===== config.mk =====
export PLATFORM = sky130hd
export DESIGN_NAME = dac_code_corrector
export DESIGN_NICKNAME = d
export VERILOG_FILES = /design/src/rtl/dcc_pkg.sv /design/src/rtl/dcc_slice.sv /design/src/rtl/dcc_sum_stage.sv /design/src/rtl/dcc_scale_stage.sv /design/src/rtl/dcc_bias_stage.sv /design/src/rtl/dac_code_corrector.sv
export SDC_FILE = /design/constraint.sdc
export NUM_CORES = 1
export LEC_CHECK = 0
export BUFFER_PORTS_ARGS = -buffer_cell sky130_fd_sc_hd__buf_2
export CELL_PAD_IN_SITES_DETAIL_PLACEMENT = 0
export CELL_PAD_IN_SITES_GLOBAL_PLACEMENT = 2
export CORE_ASPECT_RATIO = 1.1
export CORE_UTILIZATION = 41
export DETAILED_ROUTE_END_ITERATION = 16
export GPL_ROUTABILITY_DRIVEN = 0
export PLACE_DENSITY = 0.88
export RECOVER_POWER = 50
export SLEW_MARGIN = 20
export SYNTH_ARGS = -nofsm -noshare
export SYNTH_HDL_FRONTEND = slang
export SYNTH_SLANG_ARGS = --single-unit

===== constraint.sdc =====
create_clock -name clk -period 7.05 [get_ports clk]
set_clock_uncertainty 0.2 [all_clocks]
set_input_delay 0.3525 -clock clk [delete_from_list [all_inputs] [get_ports clk]]
set_output_delay 0.3525 -clock clk [all_outputs]
set_load 0.01 [all_outputs]

===== src/rtl/dcc_pkg.sv =====
package dcc_pkg;
  typedef enum logic [1:0] {
    SAT_NONE = 2'd0,
    SAT_LOW  = 2'd1,
    SAT_HIGH = 2'd2
  } dcc_sat_e;
endpackage


===== src/rtl/dcc_slice.sv =====
module dcc_slice #(
  parameter int W = 8
) (
  input  logic         clk,
  input  logic         rst_n,
  input  logic         up_valid,
  output logic         up_ready,
  input  logic [W-1:0] up_data,
  output logic         dn_valid,
  input  logic         dn_ready,
  output logic [W-1:0] dn_data
);
  // a slice accepts when empty or when its content leaves this cycle
  assign up_ready = !dn_valid || dn_ready;

  always_ff @(posedge clk or negedge rst_n) begin
    if (!rst_n) begin
      dn_valid <= 1'b0;
      dn_data  <= '0;
    end else begin
      if (up_ready) dn_valid <= up_valid;
      if (up_ready && up_valid) dn_data <= up_data;
    end
  end

  p_hold_r8: assert property (@(posedge clk) disable iff (!rst_n)
    dn_valid && !dn_ready |=> dn_valid && $stable(dn_data));
endmodule


===== src/rtl/dcc_sum_stage.sv =====
module dcc_sum_stage #(
  parameter int VAL_W = 16,
  localparam int SUM_W = VAL_W + 1
) (
  input  logic [VAL_W-1:0] value,
  input  logic [VAL_W-1:0] offset,
  output logic [SUM_W-1:0] sum
);
  function automatic logic [SUM_W-1:0] wide_add(logic [VAL_W-1:0] a, logic [VAL_W-1:0] b);
    logic [SUM_W-1:0] ea, eb;
    ea = {a[VAL_W-1], a};
    eb = {b[VAL_W-1], b};
    return ea + eb;
  endfunction

  assign sum = wide_add(value, offset);
endmodule


===== src/rtl/dcc_scale_stage.sv =====
module dcc_scale_stage #(
  parameter int SUM_W     = 17,
  parameter int GAIN_W    = 16,
  parameter int FRAC_BITS = 15,
  localparam int PROD_W = SUM_W + GAIN_W + 1,
  localparam int SCL_W  = PROD_W - FRAC_BITS
) (
  input  logic [SUM_W-1:0]  sum,
  input  logic [GAIN_W-1:0] gain,
  output logic [SCL_W-1:0]  scaled
);
  // arithmetic shift of the signed product: floor division by 2^FRAC_BITS
  function automatic logic [SCL_W-1:0] mul_shift(logic [SUM_W-1:0] s, logic [GAIN_W-1:0] g);
    logic signed [PROD_W-1:0] a, b, p, q;
    a = {{(PROD_W-SUM_W){s[SUM_W-1]}}, s};
    b = {{(PROD_W-GAIN_W){1'b0}}, g};
    p = a * b;
    q = p >>> FRAC_BITS;
    return q[SCL_W-1:0];
  endfunction

  assign scaled = mul_shift(sum, gain);
endmodule


===== src/rtl/dcc_bias_stage.sv =====
module dcc_bias_stage #(
  parameter int SCL_W  = 19,
  parameter int CODE_W = 16,
  localparam int BIAS_W = SCL_W + 1
) (
  input  logic [SCL_W-1:0]  scaled,
  output logic [CODE_W-1:0] code,
  output dcc_pkg::dcc_sat_e kind
);
  localparam logic signed [BIAS_W-1:0] MID  = BIAS_W'(1) << (CODE_W - 1);
  localparam logic signed [BIAS_W-1:0] TOPV = (BIAS_W'(1) << CODE_W) - BIAS_W'(1);

  function automatic logic signed [BIAS_W-1:0] add_mid(logic [SCL_W-1:0] x);
    logic signed [BIAS_W-1:0] ex;
    ex = {x[SCL_W-1], x};
    return ex + MID;
  endfunction

  function automatic dcc_pkg::dcc_sat_e rail_of(logic signed [BIAS_W-1:0] b);
    if (b < 0)         return dcc_pkg::SAT_LOW;
    else if (b > TOPV) return dcc_pkg::SAT_HIGH;
    else               return dcc_pkg::SAT_NONE;
  endfunction

  function automatic logic [CODE_W-1:0] clamp(logic signed [BIAS_W-1:0] b, dcc_pkg::dcc_sat_e k);
    case (k)
      dcc_pkg::SAT_LOW:  return '0;
      dcc_pkg::SAT_HIGH: return '1;
      default:           return b[CODE_W-1:0];
    endcase
  endfunction

  logic signed [BIAS_W-1:0] biased;
  assign biased = add_mid(scaled);
  assign kind   = rail_of(biased);
  assign code   = clamp(biased, kind);
endmodule


===== src/rtl/dac_code_corrector.sv =====
module dac_code_corrector #(
  parameter int VAL_W     = 16,
  parameter int GAIN_W    = 16,
  parameter int FRAC_BITS = 15,
  parameter int CODE_W    = 16
) (
  input  logic              clk,
  input  logic              rst_n,
  input  logic              in_valid,
  output logic              in_ready,
  input  logic [VAL_W-1:0]  in_value,
  input  logic [VAL_W-1:0]  in_offset,
  input  logic [GAIN_W-1:0] in_gain,
  output logic              out_valid,
  input  logic              out_ready,
  output logic [CODE_W-1:0] out_code,
  output logic              out_sat
);
  localparam int SUM_W  = VAL_W + 1;
  localparam int PROD_W = SUM_W + GAIN_W + 1;
  localparam int SCL_W  = PROD_W - FRAC_BITS;
  localparam int S1_W   = SUM_W + GAIN_W;
  localparam int S3_W   = CODE_W + 1;

  // stage 1: wide sum, gain carried along
  logic [SUM_W-1:0]  sum_c;
  logic [S1_W-1:0]   s1_data;
  logic              s1_valid, s1_ready;

  dcc_sum_stage #(.VAL_W(VAL_W)) u_sum (
    .value(in_value), .offset(in_offset), .sum(sum_c));

  dcc_slice #(.W(S1_W)) u_s1 (
    .clk(clk), .rst_n(rst_n),
    .up_valid(in_valid), .up_ready(in_ready), .up_data({sum_c, in_gain}),
    .dn_valid(s1_valid), .dn_ready(s1_ready), .dn_data(s1_data));

  // stage 2: gain scaling
  logic [SCL_W-1:0] scl_c, s2_data;
  logic             s2_valid, s2_ready;

  dcc_scale_stage #(.SUM_W(SUM_W), .GAIN_W(GAIN_W), .FRAC_BITS(FRAC_BITS)) u_scale (
    .sum(s1_data[S1_W-1:GAIN_W]), .gain(s1_data[GAIN_W-1:0]), .scaled(scl_c));

  dcc_slice #(.W(SCL_W)) u_s2 (
    .clk(clk), .rst_n(rst_n),
    .up_valid(s1_valid), .up_ready(s1_ready), .up_data(scl_c),
    .dn_valid(s2_valid), .dn_ready(s2_ready), .dn_data(s2_data));

  // stage 3: mid-scale bias and rail clamp
  logic [CODE_W-1:0]  code_c;
  dcc_pkg::dcc_sat_e  kind_c;
  logic [S3_W-1:0]    s3_data;

  dcc_bias_stage #(.SCL_W(SCL_W), .CODE_W(CODE_W)) u_bias (
    .scaled(s2_data), .code(code_c), .kind(kind_c));

  dcc_slice #(.W(S3_W)) u_s3 (
    .clk(clk), .rst_n(rst_n),
    .up_valid(s2_valid), .up_ready(s2_ready),
    .up_data({kind_c != dcc_pkg::SAT_NONE, code_c}),
    .dn_valid(out_valid), .dn_ready(out_ready), .dn_data(s3_data));

  assign out_sat  = s3_data[CODE_W];
  assign out_code = s3_data[CODE_W-1:0];

  p_rail_on_sat_r6: assert property (@(posedge clk) disable iff (!rst_n)
    out_valid && out_sat |-> (out_code == '0) || (out_code == '1));

  p_ready_when_drained_r8: assert property (@(posedge clk) disable iff (!rst_n)
    !out_valid |-> in_ready);

  p_stage_advance_r7: assert property (@(posedge clk) disable iff (!rst_n)
    s1_valid && s1_ready |=> s2_valid);

  p_no_hold_reset_r9: assert property (@(posedge clk) disable iff (!rst_n)
    $rose(out_valid) |-> $past(s2_valid));
endmodule


==> results.sh <==
export IMPL_rows=69
export IMPL_fmax_mhz=150.6
export IMPL_run_status="finished, violations left"
export IMPL_drv_cap=1
export IMPL_drt_pass1_iterations=5
export IMPL_synthArstFlopShare_pct=100.0
export IMPL_maxSlewHeadroom_pct=-168.4
export IMPL_violations="capacitance limit, slew limit"
export IMPL_setup_tns_ps=0
export IMPL_clkTransAtPathRegs_ps=60
export IMPL_tightest_slew_ps=4026
export IMPL_hold_start="in_valid"
export IMPL_die_h_um=193.7
export IMPL_clock_latency_ps=350
export IMPL_synth_compound_area_share_pct=7.435
export IMPL_grt_pass1_wl_mm=53.01
export IMPL_cts_sinks=72
export IMPL_vias_per_cell=4.999
export IMPL_netlist_area_um2=13700
export IMPL_grt_max_degree=73
export IMPL_post_route_min_period_ps=6639
export IMPL_ys_warn_count=0
export IMPL_drt_initial_drc_count=456
export IMPL_numCtsBuffers=9
export IMPL_tritoncts="built"
export IMPL_holdPathEnd="u_s1.dn_valid"
export IMPL_crit_path_start_kind="flip-flop"
export IMPL_drive_gt1_share_pct=7.733
export IMPL_synth_seq_cells=72
export IMPL_dpl_hpwl_mm=25.21
export IMPL_path_max_fanout=18
export IMPL_antenna_found_initial=0
export IMPL_route_final_wire_length_mm=30.43
export IMPL_syn_avg_cell_area_um2=9.255
export IMPL_critical_path_arrival_ps=6700
export IMPL_htreeDepth=3
export IMPL_min_path_type="input pin to flip-flop"
export IMPL_reg2reg_slack_ps=410
export IMPL_io_buffers=70
export IMPL_syn_inst=1480
export IMPL_dr_total_vias=9758
export IMPL_reg2reg_to="u_s2.dn_data[18]"
export IMPL_crit_path_end_kind="flip-flop"
export IMPL_finalMaxSlewViolations=73
export IMPL_clock_root_buffer="clkbuf_16"
export IMPL_synthAdderAreaFrac_pct=49.95
export IMPL_synth_seq_area_share_pct=13.15
export IMPL_yosys_cell_types_count=62
export IMPL_fillers=3217
export IMPL_min_period_over_period_pct=94.17
export IMPL_synthesis_nets=1912
export IMPL_grt_pass1_vias=10947
export IMPL_cts_path_max_buffers=2
export IMPL_hold_viol_final=0
export IMPL_synth_top_family_by_area="adder cells"
export IMPL_antenna_cells=0
export IMPL_die_area_um2=34150
export IMPL_io_pin_count=71
export IMPL_synth_simple_gate_area_share_pct=15.44
export IMPL_r2r_cells=15
export IMPL_setup_viol=0
export IMPL_synthXorXnorAreaFrac_pct=1.918
export IMPL_fin_nets=1953
export IMPL_synth_main_ff_cell="dfrtp_1"
export IMPL_syn2layout_area_growth_pct=7.901
export IMPL_path_class="flip-flop to flip-flop"
export IMPL_rr_startpoint="u_s1.dn_data[6]"
export IMPL_grt_util_all_layers_pct=19.81
export IMPL_hold_depth=2
export IMPL_die_w_um=176.3
export IMPL_remaining_drc_errors=0
export IMPL_required_ps=7110
export IMPL_synth_edf_count=0
export IMPL_start_util_pct=41.98
export IMPL_ant_nets=0
export IMPL_rsz0062_at_grt="false"
export IMPL_grt_overflow=0
export IMPL_core_um2=32630
export IMPL_synthMuxAreaShare_pct=1.398
export IMPL_wl_per_cell_um=15.59
## metrics by stage
step / worst slack (ps) / cells / instance area, um^2 / util (%) / hold slack (ps)
after floorplan: 808.8 / 1480 / 13700 / - / -143.1
after global placement: 558.2 / 1935 / 14500 / 44.42 / 262.3
after detailed placement: 451.0 / 1935 / 14500 / 44.42 / 268.9
after CTS: 396.1 / 1952 / 14800 / 45.36 / 2.409
after global routing: 113.9 / 1952 / 14780 / 45.29 / 23.47
final: 410.8 / 1952 / 14780 / 45.29 / 16.91
## critical path: stages (launching register included)
cell      delay (ps)
dfrtp_1          750
and2_1           270
inv_1             70
fa_1             530
inv_1             70
fa_1             800
fa_1             510
fa_1             480
fa_1             520
fa_1             500
ha_1             420
nand4_1          250
o311ai_1         590
nand3_1          210
a211o_1          290
o211ai_1          80
## synthesized netlist by cell type, types with 17 or more instances
master,instances,area share (%)
a21oi_1,22,0.80
and2_1,101,4.6
clkbuf_1,56,1.5
dfrtp_1,72,13
fa_1,278,41
ha_1,102,9.3
inv_1,331,9.1
mux2_2,17,1.4
nand2_1,232,6.4
nor2_1,41,1.1
o21ai_0,57,2.1
xnor2_1,21,1.3
## routing by layer
metal / vias to the layer above / part of all wire (%) / global-route usage (%)
met5: - / 0 / 0
met4: 0 / 4.7 / 9.855
met3: 58 / 2.7 / 2.059
met2: 163 / 53 / 36.09
met1: 4986 / 40 / 22.83
li1: 4551 / - / -
## layout by cell type, fill, tap and decap left out, types with 21 or more instances in the layout
| cell | instances |
|---|---|
| a21oi_1 | 22 |
| and2_1 | 101 |
| nand2_1 | 230 |
| fa_1 | 278 |
| inv_1 | 331 |
| dfrtp_1 | 72 |
| buf_2 | 51 |
| o21ai_0 | 57 |
| xnor2_1 | 21 |
| ha_1 | 102 |
| nor2_1 | 41 |
## worst max-delay path by stage
stage	startpoint	endpoint	slack [ps]
after floorplan	u_s1.dn_data[3]	u_s2.dn_data[14]	810
after global placement	u_s1.dn_data[6]	u_s2.dn_data[18]	560
after detailed placement	u_s1.dn_data[6]	u_s2.dn_data[14]	450
after CTS	u_s1.dn_data[6]	u_s2.dn_data[18]	400
after global routing	u_s1.dn_data[29]	u_s2.dn_data[14]	110
final	u_s1.dn_data[6]	u_s2.dn_data[18]	410
## area by class of cell
cell class	count	area [um^2]	share of cell area, %
Timing Repair Buffer	89	471.7	3.191
Clock inverter	7	72.57	0.4910
Tap cell	426	533.0	3.606
Multi-Input combinational cell	1018	10430	70.59
Inverter	331	1242	8.406
Sequential cell	72	1802	12.19
Clock buffer	9	225.2	1.524
## flip-flops by register name (all words and copies together), names as in the netlist
signal	count
u_s2.dn_data	19
u_s3.dn_data	17
u_s2.dn_valid	1
u_s3.dn_valid	1
u_s1.dn_valid	1
u_s1.dn_data	33
## logic make-up after synthesis
logic type / after synthesis
fa+ha+maj: 380
buf+inv: 390
simple gates: 443
mux: 17
compound gates: 148
flops: 72
xor+xnor: 30
## what timing repair did
item	CTS	global route
setup buffers	0	0
setup endpoints to repair	0	0
hold endpoints to repair	39	0
hold buffers	1	0
gates resized for setup	0	0
Power is not shown: default switching activity piles up to over one toggle a cycle in this logic, so the estimate is an artifact.
